===== src/rtl/pwm_dual_pkg.sv =====
package pwm_dual_pkg;
  localparam int PRE_W   = 17;
  localparam int FIELD_W = 10;
  localparam int CODE_W  = 4;

  typedef struct packed {
    logic              byp;
    logic              pulse;
    logic              mode;
    logic              gate;
    logic              level;
    logic              en;
    logic [CODE_W-1:0] code;
  } ch_cfg_t;

  // Ratio for a prescaler code; 0 marks a code that stalls the counter.
  function automatic logic [PRE_W-1:0] div_of(input logic [CODE_W-1:0] c);
    logic [PRE_W-1:0] d;
    case (c)
      4'd0:  d = PRE_W'(120);
      4'd1:  d = PRE_W'(180);
      4'd2:  d = PRE_W'(240);
      4'd3:  d = PRE_W'(360);
      4'd4:  d = PRE_W'(480);
      4'd8:  d = PRE_W'(12000);
      4'd9:  d = PRE_W'(24000);
      4'd10: d = PRE_W'(36000);
      4'd11: d = PRE_W'(48000);
      4'd12: d = PRE_W'(72000);
      4'd15: d = PRE_W'(1);
      default: d = '0;
    endcase
    return d;
  endfunction
endpackage


===== src/rtl/pwm_prescaler.sv =====
module pwm_prescaler
  import pwm_dual_pkg::*;
(
  input  logic              clk,
  input  logic              rst_n,
  input  logic [CODE_W-1:0] code_i,
  input  logic              run_i,
  output logic              valid_o,
  output logic              tick_o
);
  logic [PRE_W-1:0] div;
  logic [PRE_W-1:0] cnt_q;
  logic             last;

  assign div     = div_of(code_i);
  assign valid_o = (div != '0);
  // >= so a ratio lowered mid-count still wraps promptly
  assign last    = valid_o && (cnt_q >= div - PRE_W'(1));
  assign tick_o  = run_i && last;

  always_ff @(posedge clk or negedge rst_n) begin
    if (!rst_n)                 cnt_q <= '0;
    else if (!run_i || !valid_o) cnt_q <= '0;
    else if (last)              cnt_q <= '0;
    else                        cnt_q <= cnt_q + PRE_W'(1);
  end

  // a stopped prescaler restarts from zero
  p_pre_clear_r9: assert property (@(posedge clk) disable iff (!rst_n)
    !run_i |=> (cnt_q == '0));
endmodule


===== src/rtl/pwm_channel.sv =====
module pwm_channel
  import pwm_dual_pkg::*;
#(
  parameter int CNT_W = 16
) (
  input  logic               clk,
  input  logic               rst_n,
  input  logic [CODE_W-1:0]  code_i,
  input  logic               en_i,
  input  logic               level_i,
  input  logic               gate_i,
  input  logic               byp_i,
  input  logic               shad_we_i,
  input  logic [2*CNT_W-1:0] shad_wdata_i,
  output logic [2*CNT_W-1:0] shad_o,
  output logic               ready_o,
  output logic               wave_o
);
  localparam int WORD_W = 2 * CNT_W;

  logic              halt, valid, tick, boundary, load, act;
  logic              run_q, pend_q;
  logic [CNT_W-1:0]  cnt_q, prd_q, dty_q;
  logic [WORD_W-1:0] shad_q;

  assign halt = !gate_i || byp_i;

  pwm_prescaler u_pre (
    .clk    (clk),
    .rst_n  (rst_n),
    .code_i (code_i),
    .run_i  (!halt),
    .valid_o(valid),
    .tick_o (tick)
  );

  assign boundary = run_q && tick && (cnt_q == prd_q);
  assign load     = pend_q && (!run_q || boundary);

  always_ff @(posedge clk or negedge rst_n) begin
    if (!rst_n) begin
      run_q <= 1'b0;
      cnt_q <= '0;
    end else if (halt) begin
      run_q <= 1'b0;
      cnt_q <= '0;
    end else if (!run_q) begin
      if (en_i && valid) begin
        run_q <= 1'b1;
        cnt_q <= '0;
      end
    end else if (tick) begin
      if (cnt_q == prd_q) begin
        cnt_q <= '0;
        if (!en_i) run_q <= 1'b0;
      end else begin
        cnt_q <= cnt_q + CNT_W'(1);
      end
    end
  end

  always_ff @(posedge clk or negedge rst_n) begin
    if (!rst_n) begin
      shad_q <= '0;
      pend_q <= 1'b0;
      prd_q  <= '0;
      dty_q  <= '0;
    end else begin
      if (load) begin
        prd_q <= shad_q[WORD_W-1:CNT_W];
        dty_q <= shad_q[CNT_W-1:0];
      end
      if (shad_we_i) begin
        shad_q <= shad_wdata_i;
        pend_q <= 1'b1;
      end else if (load) begin
        pend_q <= 1'b0;
      end
    end
  end

  assign act     = run_q && (cnt_q < dty_q);
  assign wave_o  = level_i ? act : !act;
  assign ready_o = !pend_q;
  assign shad_o  = shad_q;

  // a fresh shadow write is always pending on the next cycle
  p_ready_drop_r7: assert property (@(posedge clk) disable iff (!rst_n)
    shad_we_i |=> !ready_o);
  // gating off or bypass empties the counter
  p_halt_clear_r9: assert property (@(posedge clk) disable iff (!rst_n)
    halt |=> (!run_q && cnt_q == '0));
  // tick index never passes the loaded period
  p_cnt_range_r3: assert property (@(posedge clk) disable iff (!rst_n)
    run_q |-> (cnt_q <= prd_q));
  // with enable low, running continues until the period ends
  p_finish_period_r8: assert property (@(posedge clk) disable iff (!rst_n)
    (run_q && !halt && !en_i && !boundary) |=> run_q);
  // an invalid code freezes the counter
  p_stall_invalid_r2: assert property (@(posedge clk) disable iff (!rst_n)
    (!valid && !halt) |=> $stable(cnt_q));
endmodule


===== src/rtl/pwm_dual_ctrl.sv =====
module pwm_dual_ctrl
  import pwm_dual_pkg::*;
#(
  parameter int NUM_CH    = 2,
  parameter int CNT_W     = 16,
  parameter int CH_STRIDE = 15,
  parameter int RDY_BASE  = 28,
  parameter int ADDR_W    = 4
) (
  input  logic                clk,
  input  logic                rst_n,
  input  logic                reg_we,
  input  logic [ADDR_W-1:0]   reg_addr,
  input  logic [2*CNT_W-1:0]  reg_wdata,
  output logic [2*CNT_W-1:0]  reg_rdata,
  output logic [NUM_CH-1:0]   pwm_out
);
  localparam int DATA_W = 2 * CNT_W;

  function automatic logic [DATA_W-1:0] field_mask();
    logic [DATA_W-1:0] m;
    m = '0;
    for (int n = 0; n < NUM_CH; n++) m[n*CH_STRIDE +: FIELD_W] = '1;
    return m;
  endfunction

  localparam logic [DATA_W-1:0] CTRL_MASK = field_mask();

  logic [DATA_W-1:0] ctrl_q;
  logic [DATA_W-1:0] shad_rd [NUM_CH];
  logic [NUM_CH-1:0] ready;

  always_ff @(posedge clk or negedge rst_n) begin
    if (!rst_n)                          ctrl_q <= '0;
    else if (reg_we && reg_addr == '0)   ctrl_q <= reg_wdata & CTRL_MASK;
  end

  for (genvar n = 0; n < NUM_CH; n++) begin : g_ch
    ch_cfg_t cfg;
    logic    wave;
    assign cfg = ch_cfg_t'(ctrl_q[n*CH_STRIDE +: FIELD_W]);

    pwm_channel #(.CNT_W(CNT_W)) u_ch (
      .clk         (clk),
      .rst_n       (rst_n),
      .code_i      (cfg.code),
      .en_i        (cfg.en),
      .level_i     (cfg.level),
      .gate_i      (cfg.gate),
      .byp_i       (cfg.byp),
      .shad_we_i   (reg_we && reg_addr == ADDR_W'(4 + 4*n)),
      .shad_wdata_i(reg_wdata),
      .shad_o      (shad_rd[n]),
      .ready_o     (ready[n]),
      .wave_o      (wave)
    );

    assign pwm_out[n] = cfg.byp ? clk : wave;
  end

  always_comb begin
    reg_rdata = '0;
    if (reg_addr == '0) begin
      reg_rdata = ctrl_q;
      for (int n = 0; n < NUM_CH; n++) reg_rdata[RDY_BASE+n] = ready[n];
    end
    for (int n = 0; n < NUM_CH; n++)
      if (reg_addr == ADDR_W'(4 + 4*n)) reg_rdata = shad_rd[n];
  end

  // a control write keeps exactly the mapped field bits
  p_ctrl_write_r1: assert property (@(posedge clk) disable iff (!rst_n)
    (reg_we && reg_addr == '0) |=> (ctrl_q == ($past(reg_wdata) & CTRL_MASK)));
endmodule


===== config.mk =====
export PLATFORM = sky130hd
export DESIGN_NAME = pwm_dual_ctrl
export DESIGN_NICKNAME = d
export VERILOG_FILES = /design/src/rtl/pwm_dual_pkg.sv /design/src/rtl/pwm_prescaler.sv /design/src/rtl/pwm_channel.sv /design/src/rtl/pwm_dual_ctrl.sv
export SDC_FILE = /design/constraint.sdc
export NUM_CORES = 1
export LEC_CHECK = 0
export BUFFER_PORTS_ARGS = -buffer_cell sky130_fd_sc_hd__clkbuf_2
export CAP_MARGIN = 20
export CORE_MARGIN = 2
export CORE_UTILIZATION = 40
export CTS_CLUSTER_SIZE = 30
export DETAILED_ROUTE_END_ITERATION = 12
export MAX_ROUTING_LAYER = met4
export PLACE_DENSITY = 0.63
export SLEW_MARGIN = 10
export SYNTH_ARGS = -nofsm -noshare
export SYNTH_HDL_FRONTEND = slang
export SYNTH_SLANG_ARGS = --single-unit

===== constraint.sdc =====
create_clock -name clk -period 12.01 [get_ports clk]
set_input_delay 1.201 -clock clk [delete_from_list [all_inputs] [get_ports clk]]
set_output_delay 1.201 -clock clk [all_outputs]
set_load 0.03 [all_outputs]

* Yosys cells after proc, flatten, opt, wreduce, memory -nomap -nowiden
Memories as Yosys holds them, arrays and structs flattened.
Cells that the tools add are included.
** Storage, ports and cells
- Output and inout bits :: 34
- Word-level logic and storage cells :: 114
- Register bits after elaboration :: 218
- Memories :: 2
- Memory bits (read-only) :: 512
** Operators by class
- Order comparisons :: 4
- Eq/ne operators :: 6
- Mux-type cells :: 37
- Reduce and logical (&&, ||, !) cells :: 44
- Add/sub/neg operators :: 6
** Memory list
- (name not given) :: depth 16, bits a word 16, rd ports 1, clocked after Yosys merged registers in 0, wr ports 0, line pwm_dual_pkg.sv:19 : case (c)
- (name not given) :: depth 16, bits a word 16, rd ports 1, clocked after Yosys merged registers in 0, wr ports 0, line pwm_dual_pkg.sv:19
** Operator list (count)
- 16-bit two-way mux :: 10
- 17-bit two-way mux :: 4
- 32-bit two-way mux :: 2
- 17-bit by 1-bit adder with 17-bit output (second input constant) :: 2
- 17-bit >= comparator :: 2
- 17-bit nonzero test :: 2
- 17-bit by 1-bit subtractor with 17-bit output (second input constant) :: 2
- 16-bit by 1-bit adder with 16-bit output (second input constant) :: 2
- 16-bit equality test :: 2
- 16-bit < comparator :: 2
- 30-bit two-way mux :: 1
- 1-bit two-way mux :: 20
- 1-bit logical AND :: 17
- 1-bit logical NOT :: 12
- 1-bit logical OR :: 6
- 3-bit by 1-bit != test with 1-bit output (second input constant) :: 2
- 3-bit nonzero test :: 2
- 4-bit by 3-bit equality test with 1-bit output (second input constant) :: 1
- 4-bit equality test (second input constant) :: 1
- 4-bit logical NOT :: 1
- 2-bit AND reduction :: 2
- 2-bit nonzero test :: 2

* Depth between registers and ports, before layout
An unclocked memory read counts as a cell.
- Word-level depth :: 11
- Depth in mapped cells :: 17
- Gate-level depth less buffers :: 15

* Cells and area by module
From an unflattened synthesis, not the netlist that was laid out.
** Unflattened totals
- Cell total of the unflattened synthesis :: 1378
- Area, all modules :: 13763.2 µm²
** By module, submodules not included
- pwm_channel :: area an instance 4448.0 µm², seq. area each 2052.0 µm², cells an instance 430, instances 2
- pwm_prescaler :: area an instance 1704.1 µm², seq. area each 425.4 µm², cells an instance 190, instances 2
- pwm_dual_ctrl :: area an instance 1458.9 µm², seq. area each 500.5 µm², cells an instance 138, instances 1

==> run summary <==
largest net degree at the start of global routing = 84
post-route setup TNS = 0 ns
sequential-to-total area share from yosys stat = 0.4420
Via Count = 8957
Post-Place Setup Slack = 4.520 ns
CP required = 10.81 ns
Yosys cell types = 66
CP peak stage delay = 0.20 ns
Max Cap Viol = 0
Cells after Synth = 1158
status = completed
Leak = 0.006602 uW
final setup fails = 0
Adder-Cell Fraction of Synth Area = 0.08109
final WL = 29.88 mm
final global-route overflow total = 0
ys async rst share = 1.000
syn_nets = 1277
DRT iter0 DRCs = 574
CTS resizes = 0
Pwr Density = 178.4 nW/um2
most used cell, CP = clkbuf_16
core area = 30510 um2
dpl hpwl = 21.86 mm
WS Path Type = clock port to primary output
Synth Cell Area = 12340 um2
most frequent cells in the layout = 218 x dfrtp_1, 100 x mux2_2, 94 x nand2_1
largest family of logic cells by synthesized area = multiplexers
Worst Path Buf+Inv = 3
Starting Density = 0.4046
RSZ-0062 raised after global routing = no
die width = 179.7 um
Pre-antenna DRT Iters = 5
post-synthesis mux area share = 0.1458
die area = 32280 um2
Synth Area in Compound Gates = 0.1138
final number of hold-violating endpoints = 0
synthesis-stage register bit count = 218
remaining antenna violation count after routing = 0
vias in the first global route = 8816
crit path max-delay cell type = clkbuf_2
CTS clock-pin slew for the worst setup and hold paths = 0.06 ns
worst slew pin tran = 0.8755 ns
Worst slew margin = 0.4163
global-route wire length before repair = 49.10 mm
Post-CTS Setup Inserts = 0
xor-xnor portion of the synthesized cell area = 0.05109
number of synthesized flops with an enable pin = 0
Layout Nets = 1352
max-slew violations = 0
row cnt = 64
clock skew = 0.008383 ns
Critical Path Source Type = clock port
endpoint class of the critical path = primary output
most common cell after layout, fill and taps aside = dfrtp_1
port buffer count = 72
Overall Power = 2506 uW
total global routing track utilization = 0.1926
VDD IR-drop max = 127.9 uV
Post-Synth Simple-Gate Area = 0.1319
Antenna diodes = 0
worst setup margin = 4.200 ns
Residual DRC = 0
post-layout util = 0.4604
Hold WC Path Type = flop to flop
worst-path fanout max = 2
wire per inst = 18.18 um
ys flop type = dfrtp_1
Yosys warnings = 0
Clk Latency, worst-skew pair = 0.63 ns
CP delay by family, top = buffers and inverters
critical-path cell list = clkbuf_16 -> clkbuf_16 -> nand2_1 -> o21ai_0 -> clkbuf_2
TritonCTS clock tree = built
antenna violations before repair = 0
Via density = 5.448
final RePlAce weighted congestion = 0.8804
Area Overhead vs Synth = 13.81%
Syn Area/Cell = 10.66 um2
Critical Path AT = 6.61 ns
share of layout cells above drive strength 1 = 0.2212
Die Ht = 179.7 um
Post-Layout Cell Count = 1644
cts hold-fix bufs = 0
DP Cell Count = 1598
# IOs = 73
## sequential cells by signal, indices dropped and copies added, names as in the netlist
register	flops
g_ch.u_ch.dty_q	32
g_ch.u_ch.cnt_q	32
g_ch.u_ch.pend_q	2
g_ch.u_ch.u_pre.cnt_q	34
g_ch.u_ch.prd_q	32
g_ch.u_ch.shad_o	64
g_ch.u_ch.run_q	2
ctrl_q	20
## synthesized netlist by cell type (30+ instances only)
master | number | area, um2
dfrtp_1 | 218 | 5455
mux2_2 | 100 | 1126
nand2_1 | 94 | 352.8
nor2_1 | 90 | 337.8
ha_1 | 80 | 1001
inv_1 | 56 | 210.2
o21ai_0 | 50 | 250.2
xor2_1 | 41 | 359.1
nand3_1 | 39 | 195.2
a21oi_1 | 32 | 160.2
xnor2_1 | 31 | 271.5
mux2_4 | 30 | 450.4
## path summary, 6_finish.rpt
path,start,endpoint,slack [ns],cells past startpoint
min in group asynchronous,rst_n,g_ch[0].u_ch.u_pre.cnt_q[15]$_DFF_PN0_,0.55,1
max in group asynchronous,rst_n,ctrl_q[1]$_DFFE_PN0P_,10.08,2
max,clk,pwm_out[0],4.20,5
min,g_ch[1].u_ch.dty_q[13]$_DFFE_PN0P_,g_ch[1].u_ch.dty_q[13]$_DFFE_PN0P_,0.49,1
min reg2reg,g_ch[1].u_ch.dty_q[13]$_DFFE_PN0P_,g_ch[1].u_ch.dty_q[13]$_DFFE_PN0P_,0.49,1
max reg2reg,ctrl_q[0]$_DFFE_PN0P_,g_ch[0].u_ch.prd_q[15]$_DFFE_PN0P_,7.54,16
## cells by family after synthesis
kind of cell | after synthesis
AO/OA/AOI/OAI | 202
XOR/XNOR | 72
adder cells (fa/ha/maj) | 80
buffers and inverters | 99
flip-flops | 218
multiplexers | 150
AND/OR/NAND/NOR | 337
## per-layer routing
| metal | wire length, um | GRT usage | share of wire | up-vias |
|---|---|---|---|---|
| met4 | 482 | 0.03480 | 0.016 | 0 |
| li1 | - | - | - | 4320 |
| met1 | 14550 | 0.2706 | 0.49 | 4467 |
| met2 | 13910 | 0.2982 | 0.47 | 127 |
| met3 | 939 | 0.03019 | 0.031 | 43 |
| met5 | 0 | - | 0 | - |
## cell type report
cell class              count  area, um2
clock buffers              40      809.5
multi-input cells         841       6482
well taps                 396      495.5
repair buffers             85      473.0
fillers                  2812      16460
flip-flops and latches    218       5455
inverters                  56      210.2
clock inverters             8      121.4
## power breakdown
| group | total (uW) | switching, uW | internal, uW |
|---|---|---|---|
| logic | 609 | 313 | 296 |
| registers | 1040 | 152 | 887 |
| clock network | 858 | 327 | 530 |
## through the flow
stage | cell area (um2) | hold WS (ns)
2_1_floorplan | 12340 | 0.4642
3_3_place_gp | 13130 | 0.4775
3_5_place_dp | 13130 | 0.4846
4_1_cts | 14050 | 0.4981
5_1_grt | 14050 | 0.5190
6_report | 14050 | 0.4925
No activity file was read; power rests on OpenSTA's default activity.
